### config.mk
export PLATFORM = sky130hd
export DESIGN_NAME = afsk_rx_demod
export DESIGN_NICKNAME = d
export VERILOG_FILES = /design/src/rtl/afsk_rx_pkg.sv /design/src/rtl/afsk_delay_mixer.sv /design/src/rtl/afsk_shift_lpf.sv /design/src/rtl/afsk_bit_sync.sv /design/src/rtl/afsk_rx_demod.sv
export SDC_FILE = /design/constraint.sdc
export NUM_CORES = 1
export LEC_CHECK = 0
export ABC_AREA = 1
export CAP_MARGIN = 20
export CELL_PAD_IN_SITES_DETAIL_PLACEMENT = 2
export CELL_PAD_IN_SITES_GLOBAL_PLACEMENT = 2
export CORE_MARGIN = 2
export CORE_UTILIZATION = 39
export DETAILED_ROUTE_END_ITERATION = 12
export HOLD_SLACK_MARGIN = 0.08
export MAX_ROUTING_LAYER = met4
export PLACE_DENSITY_LB_ADDON = 0.1
export SETUP_SLACK_MARGIN = 0.2
export SLEW_MARGIN = 15
export SYNTH_ARGS = -nofsm -noshare
export SYNTH_HDL_FRONTEND = slang
export SYNTH_SLANG_ARGS = --single-unit
export TNS_END_PERCENT = 100
### constraint.sdc
create_clock -name clk -period 11.7 [get_ports clk]
set_clock_uncertainty 0.2 [all_clocks]
set_input_delay 1.755 -clock clk [delete_from_list [all_inputs] [get_ports clk]]
set_output_delay 1.755 -clock clk [all_outputs]
set_load 0.02 [all_outputs]
### src/rtl/afsk_rx_pkg.sv
`timescale 1ns/1ps
package afsk_rx_pkg;

  // Filter feedback variant
  typedef enum logic {
    LPF_SHIFT3 = 1'b0,  // feedback y/2 + y/8 + y/32
    LPF_SHIFT1 = 1'b1   // feedback y/2
  } lpf_kind_e;

  // Two-of-three vote over the newest decisions
  function automatic logic vote3(input logic [2:0] d);
    return (d[0] & d[1]) | (d[1] & d[2]) | (d[0] & d[2]);
  endfunction

  // Line decoding: a repeated level is a one
  function automatic logic nrzi_decode(input logic cur, input logic prev);
    return ~(cur ^ prev);
  endfunction

  // Change between the two newest decisions
  function automatic logic level_change(input logic [1:0] d);
    return d[1] ^ d[0];
  endfunction

endpackage

### src/rtl/afsk_delay_mixer.sv
`timescale 1ns/1ps
module afsk_delay_mixer #(
  parameter int SAMP_W    = 8,
  parameter int ACC_W     = 16,
  parameter int DELAY_LEN = 4,
  parameter int MIX_SHIFT = 2
) (
  input  logic                     clk,
  input  logic                     rst,
  input  logic                     smp_valid,
  input  logic signed [SAMP_W-1:0] smp_in,
  output logic signed [ACC_W-1:0]  mix_out
);

  localparam int WIDE_W = 32;
  localparam logic signed [WIDE_W-1:0] ACC_HI = (WIDE_W'(1) <<< (ACC_W - 1)) - 1;
  localparam logic signed [WIDE_W-1:0] ACC_LO = -(WIDE_W'(1) <<< (ACC_W - 1));

  function automatic logic signed [ACC_W-1:0] sat_acc(input logic signed [WIDE_W-1:0] v);
    if (v > ACC_HI)      return ACC_HI[ACC_W-1:0];
    else if (v < ACC_LO) return ACC_LO[ACC_W-1:0];
    else                 return v[ACC_W-1:0];
  endfunction

  function automatic logic signed [WIDE_W-1:0] mix_product(
    input logic signed [SAMP_W-1:0] a,
    input logic signed [SAMP_W-1:0] b
  );
    logic signed [WIDE_W-1:0] aw, bw;
    aw = WIDE_W'(a);
    bw = WIDE_W'(b);
    return (aw * bw) >>> MIX_SHIFT;
  endfunction

  logic signed [SAMP_W-1:0] taps [DELAY_LEN];
  logic signed [SAMP_W-1:0] delayed_smp;

  generate
    for (genvar g = 0; g < DELAY_LEN; g++) begin : g_tap
      if (g == 0) begin : g_head
        always_ff @(posedge clk) begin
          if (rst)            taps[0] <= '0;
          else if (smp_valid) taps[0] <= smp_in;
        end
      end else begin : g_body
        always_ff @(posedge clk) begin
          if (rst)            taps[g] <= '0;
          else if (smp_valid) taps[g] <= taps[g-1];
        end
      end
    end
  endgenerate

  assign delayed_smp = taps[DELAY_LEN-1];
  assign mix_out     = sat_acc(mix_product(smp_in, delayed_smp));


  mix_hold_chk: assert property (@(posedge clk) disable iff (rst)
    !smp_valid |=> $stable(delayed_smp));


  mix_sign_chk: assert property (@(posedge clk) disable iff (rst)
    (smp_in > 0 && delayed_smp > 0) |-> mix_out >= 0);


  mix_zero_chk: assert property (@(posedge clk) disable iff (rst)
    (delayed_smp == 0) |-> mix_out == 0);

endmodule

### src/rtl/afsk_shift_lpf.sv
`timescale 1ns/1ps
module afsk_shift_lpf
  import afsk_rx_pkg::*;
#(
  parameter int        ACC_W    = 16,
  parameter lpf_kind_e LPF_KIND = LPF_SHIFT3
) (
  input  logic                    clk,
  input  logic                    rst,
  input  logic                    en,
  input  logic signed [ACC_W-1:0] x_in,
  output logic signed [ACC_W-1:0] y_next
);

  localparam int WIDE_W = 32;
  localparam logic signed [WIDE_W-1:0] ACC_HI = (WIDE_W'(1) <<< (ACC_W - 1)) - 1;
  localparam logic signed [WIDE_W-1:0] ACC_LO = -(WIDE_W'(1) <<< (ACC_W - 1));

  function automatic logic signed [ACC_W-1:0] sat_acc(input logic signed [WIDE_W-1:0] v);
    if (v > ACC_HI)      return ACC_HI[ACC_W-1:0];
    else if (v < ACC_LO) return ACC_LO[ACC_W-1:0];
    else                 return v[ACC_W-1:0];
  endfunction

  logic signed [ACC_W-1:0]  x_q;
  logic signed [ACC_W-1:0]  y_q;
  logic signed [WIDE_W-1:0] y_wide;
  logic signed [WIDE_W-1:0] feedback;
  logic signed [WIDE_W-1:0] raw_sum;

  assign y_wide = WIDE_W'(y_q);

  generate
    if (LPF_KIND == LPF_SHIFT3) begin : g_three
      assign feedback = (y_wide >>> 1) + (y_wide >>> 3) + (y_wide >>> 5);
    end else begin : g_one
      assign feedback = y_wide >>> 1;
    end
  endgenerate

  assign raw_sum = WIDE_W'(x_q) + WIDE_W'(x_in) + feedback;
  assign y_next  = sat_acc(raw_sum);

  always_ff @(posedge clk) begin
    if (rst) begin
      x_q <= '0;
      y_q <= '0;
    end else if (en) begin
      x_q <= x_in;
      y_q <= y_next;
    end
  end


  lpf_hold_chk: assert property (@(posedge clk) disable iff (rst)
    !en |=> $stable(y_q) && $stable(x_q));


  lpf_sat_hi_chk: assert property (@(posedge clk) disable iff (rst)
    (en && raw_sum > ACC_HI) |=> y_q == ACC_HI[ACC_W-1:0]);


  lpf_sat_lo_chk: assert property (@(posedge clk) disable iff (rst)
    (en && raw_sum < ACC_LO) |=> y_q == ACC_LO[ACC_W-1:0]);

endmodule

### src/rtl/afsk_bit_sync.sv
`timescale 1ns/1ps
module afsk_bit_sync
  import afsk_rx_pkg::*;
#(
  parameter int BIT_SAMPLES = 8,
  parameter int PHASE_STEP  = 8
) (
  input  logic clk,
  input  logic rst,
  input  logic en,
  input  logic level,
  output logic bit_valid,
  output logic bit_data
);

  localparam int PH_WRAP = BIT_SAMPLES * PHASE_STEP;
  localparam int PH_MID  = PH_WRAP / 2;
  localparam int PH_W    = $clog2(PH_WRAP + PHASE_STEP);

  logic [2:0]      dec_q;
  logic [2:0]      dec_next;
  logic            edge_w;
  logic [PH_W-1:0] phase_q;
  logic [PH_W-1:0] ph_nudged;
  logic [PH_W-1:0] ph_sum;
  logic [PH_W-1:0] ph_next;
  logic            wrap_w;
  logic            raw_w;
  logic            raw_prev_q;

  assign dec_next = {dec_q[1:0], level};
  assign edge_w   = level_change(dec_next[1:0]);

  always_comb begin
    ph_nudged = phase_q;
    if (edge_w) begin
      if (phase_q < PH_W'(PH_MID)) ph_nudged = phase_q + PH_W'(1);
      else                         ph_nudged = phase_q - PH_W'(1);
    end
  end

  assign ph_sum  = ph_nudged + PH_W'(PHASE_STEP);
  assign wrap_w  = ph_sum >= PH_W'(PH_WRAP);
  assign ph_next = wrap_w ? ph_sum - PH_W'(PH_WRAP) : ph_sum;
  assign raw_w   = vote3(dec_next);

  always_ff @(posedge clk) begin
    if (rst) begin
      dec_q      <= '0;
      phase_q    <= '0;
      raw_prev_q <= 1'b0;
      bit_valid  <= 1'b0;
      bit_data   <= 1'b0;
    end else begin
      bit_valid <= 1'b0;
      if (en) begin
        dec_q   <= dec_next;
        phase_q <= ph_next;
        if (wrap_w) begin
          bit_valid  <= 1'b1;
          bit_data   <= nrzi_decode(raw_w, raw_prev_q);
          raw_prev_q <= raw_w;
        end
      end
    end
  end


  phase_range_chk: assert property (@(posedge clk) disable iff (rst)
    phase_q < PH_W'(PH_WRAP));


  strobe_pulse_chk: assert property (@(posedge clk) disable iff (rst)
    bit_valid |=> !bit_valid);


  phase_step_chk: assert property (@(posedge clk) disable iff (rst)
    (en && !edge_w && (phase_q + PH_W'(PHASE_STEP) < PH_W'(PH_WRAP)))
    |=> phase_q == $past(phase_q) + PH_W'(PHASE_STEP));


  nudge_up_chk: assert property (@(posedge clk) disable iff (rst)
    (en && edge_w && phase_q < PH_W'(PH_MID))
    |=> phase_q == $past(phase_q) + PH_W'(PHASE_STEP + 1));


  reset_clear_chk: assert property (@(posedge clk)
    rst |=> phase_q == '0 && !bit_valid && dec_q == '0);


  idle_hold_chk: assert property (@(posedge clk) disable iff (rst)
    !en |=> !bit_valid && $stable(phase_q) && $stable(dec_q));

endmodule

### src/rtl/afsk_rx_demod.sv
`timescale 1ns/1ps
module afsk_rx_demod
  import afsk_rx_pkg::*;
#(
  parameter int        SAMP_W      = 8,
  parameter int        ACC_W       = 16,
  parameter int        BIT_SAMPLES = 8,
  parameter int        PHASE_STEP  = 8,
  parameter int        MIX_SHIFT   = 2,
  parameter lpf_kind_e LPF_KIND    = LPF_SHIFT3
) (
  input  logic                     clk,
  input  logic                     rst,
  input  logic                     smp_valid,
  input  logic signed [SAMP_W-1:0] smp_in,
  output logic                     bit_valid,
  output logic                     bit_data
);

  localparam int DELAY_LEN = BIT_SAMPLES / 2;

  logic signed [ACC_W-1:0] mix_w;
  logic signed [ACC_W-1:0] lpf_w;
  logic                    tone_level;

  afsk_delay_mixer #(
    .SAMP_W    (SAMP_W),
    .ACC_W     (ACC_W),
    .DELAY_LEN (DELAY_LEN),
    .MIX_SHIFT (MIX_SHIFT)
  ) u_mixer (
    .clk       (clk),
    .rst       (rst),
    .smp_valid (smp_valid),
    .smp_in    (smp_in),
    .mix_out   (mix_w)
  );

  afsk_shift_lpf #(
    .ACC_W    (ACC_W),
    .LPF_KIND (LPF_KIND)
  ) u_lpf (
    .clk    (clk),
    .rst    (rst),
    .en     (smp_valid),
    .x_in   (mix_w),
    .y_next (lpf_w)
  );

  assign tone_level = lpf_w > 0;

  afsk_bit_sync #(
    .BIT_SAMPLES (BIT_SAMPLES),
    .PHASE_STEP  (PHASE_STEP)
  ) u_sync (
    .clk       (clk),
    .rst       (rst),
    .en        (smp_valid),
    .level     (tone_level),
    .bit_valid (bit_valid),
    .bit_data  (bit_data)
  );


  level_sign_chk: assert property (@(posedge clk) disable iff (rst)
    tone_level |-> lpf_w != 0);

endmodule

==> flow_metrics.py <==
metrics = {
    "status": {
        "status": "completed",
    },
    "placed_design": {
        "placed_cell_area_um2": 8390,
        "placedCellCount": 1289,
        "port_buffers": 12,
        "hpwl_mm": 18.0,
        "place_congestion": 0.784,
    },
    "synthesis": {
        "synth_seq_cells": 74,
        "synthesis.instances": 1023,
        "yosysUniqueCellTypes": 45,
        "post-synth-top-count-cell": "inv_1",
        "synthXorXnorAreaFrac_pct": 6.38,
        "yosysTopAreaCell": "fa_1",
        "syn-cell-area_um2": 7960,
        "avgSynthCellArea_um2": 7.78,
        "synth_common_cells": "inv_1, nand2_1, ha_1, fa_1, nor2_1",
        "synth_fa_ha_area_share_pct": 30.4,
        "ys_seq_area_share_pct": 22.6,
        "ys_async_sr_fraction_pct": 0,
        "ys.flop_type": "dfxtp_1",
        "synth_top_area_share_pct": 17.9,
        "synth-edff-count": 32,
        "synth_nets": 1185,
        "synth_top_family_by_area": "adder cells",
        "yosys_warnings": 0,
        "synth_compound_area_share_pct": 10.2,
        "muxShareOfSynthArea_pct": 0,
        "synthSimpleGateAreaFrac_pct": 17.7,
        "synth.area.top_cells": "fa_1, ha_1, edfxtp_1",
    },
    "critical_path": {
        "start_kind": "input port",
        "required_ns": 11.76,
        "path_common_cell": "nand2_1",
        "cp_max_fo": 6,
        "endpoint_kind": "flop",
        "slowest_delay_ns": 0.55,
        "worst_ep_arrival_time_ns": 10.78,
        "slowest_stage": "fa_1",
        "crit_type": "in2reg",
    },
    "grt": {
        "grt_pass1_wl_mm": 38.0,
        "grt_usage_pct": 22.9,
        "grtUsageMet1_pct": 25.9,
        "grt.busiest_layer": "met2",
        "grt_max_degree": 40,
        "use_met2_pct": 43.9,
        "overflow": 0,
        "first_global_vias": 7520,
        "grt_util_met3_pct": 2.11,
        "antenna_found_initial": 0,
    },
    "floorplan": {
        "rows": 52,
        "die_x_um": 147,
        "dieArea_um2": 21600,
        "io_pins": 13,
        "coreArea_um2": 20100,
        "start_util_pct": 39.6,
        "die_h_um": 147,
    },
    "drt": {
        "vias_per_cell": 4.97,
        "drt-total-wl_mm": 22.6,
        "drc": 0,
        "post_drt_wl_per_cell_um": 17.3,
        "dr.pass1.iters": 4,
        "ant_nets": 0,
        "drt_iter0_drc": 185,
        "dr_total_vias": 6509,
    },
    "clock_tree": {
        "cts_tree": "done",
        "insertion_delay_ns": 0.35,
        "cts_root_buf": "clkbuf_16",
        "cts_buffer_depth": 2,
        "cts.sinks": 74,
        "hold_buffers": 0,
        "clk_pin_slew_ns": 0.07,
        "cts_buffers": 9,
        "h-tree-depth": 3,
    },
    "run": {
        "drv_cap": 0,
    },
    "timing": {
        "whs_ns": 0.285,
        "slew_headroom_pct": 30.9,
        "rsz0062_at_grt": "no",
        "fmax_mhz": 93.2,
        "fin_tns_setup_ns": 0,
        "maxSlewViolCount": 0,
        "finalHoldViolCount": 0,
        "setup_violations": 0,
        "worstMarginPinSlew_ns": 1.03,
        "fin_crit_sh_pct": 91.7,
        "finalCriticalPeriod_ns": 10.73,
    },
    "layout": {
        "stdcell_count": 1310,
        "drive_above_1_share_pct": 7.79,
        "n_antenna_cell": 0,
        "final_cell_area_um2": 8830,
        "fin_nets": 1197,
        "syn_to_final_growth_pct": 11.0,
    },
    "worst_hold_path": {
        "hold_class": "reg2reg",
    },
}
-- path summary, 6_finish.rpt --
| path | slack (ns) | startpoint | cells after the start | to |
|---|---|---|---|---|
| max | 0.97 | smp_in[5] | 58 | u_sync.bit_data$_SDFFE_PP0P_ |
| min | 0.28 | u_lpf.x_q[0]$_SDFFE_PP0P_ | 2 | u_lpf.x_q[0]$_SDFFE_PP0P_ |
| max reg2reg | 2.26 | u_mixer.taps[3][3]$_SDFFCE_PN0P_ | 57 | u_sync.bit_data$_SDFFE_PP0P_ |
| min reg2reg | 0.28 | u_lpf.x_q[0]$_SDFFE_PP0P_ | 2 | u_lpf.x_q[0]$_SDFFE_PP0P_ |
-- cells in the final DEF, fill, tap and decap left out, types with 19 or more instances in the layout --
cell,count
edfxtp_1,32
dfxtp_1,42
ha_1,73
nand3_1,49
inv_1,231
nand2_1,179
xnor2_1,19
xor2_1,38
o21ai_0,42
a21oi_1,58
nor2_1,61
fa_1,71
-- stage by stage --
stage	worst slack (ns)	utilization [%]
after floorplan	1.68	-
after global placement	0.536	41.7
after detailed placement	0.155	41.7
after CTS	0.325	43.2
after global routing	0.171	43.9
final	0.975	43.9
-- cell families after synthesis --
| kind of cell | Yosys count |
|---|---|
| AOI/OAI and AO/OA | 145 |
| buffers and inverters | 266 |
| adders and majority gates | 151 |
| and+or+nand+nor | 329 |
| DFF | 74 |
| xor gates and xnor gates | 58 |
-- layer usage --
metal,part of all wire (%),vias up
li1,-,3188
met1,42,3287
met2,56,21
met3,0.79,13
met4,0.90,0
met5,0,-
-- sequential cells by signal (all words and copies together), names as in the netlist --
register,cells
u_mixer.taps,32
u_lpf.x_q,15
u_lpf.y_q,15
u_sync.phase_q,7
u_sync.dec_q,2
u_sync.bit_data,1
u_sync.bit_valid,1
u_sync.raw_prev_q,1
-- final cells by class --
class                   instances  area [um^2]
well taps                     270          338
clock inverters                 6         45.0
fillers                      2300        11300
inverters                     239          897
multi-input cells             684         5260
repair buffers                 27          243
flip-flops and latches         74         1800
clock buffers                  10          250
-- timing repair --
item / in CTS / in global routing
endpoints found under the setup margin: 0 / 5
buffers inserted: 0 / 4
gates resized for setup: 0 / 25
-- worst max-delay path, delay by kind of cell --
family / cells / cell delay [ns]
AND/OR/NAND/NOR: 22 / 2.05
adder cells (fa/ha/maj): 8 / 3.31
buffers and inverters: 12 / 1.28
AO/OA/AOI/OAI: 12 / 1.64
XOR/XNOR: 4 / 0.74
Power is not shown: default switching activity piles up to over one toggle a cycle in this logic, so the estimate is an artifact.
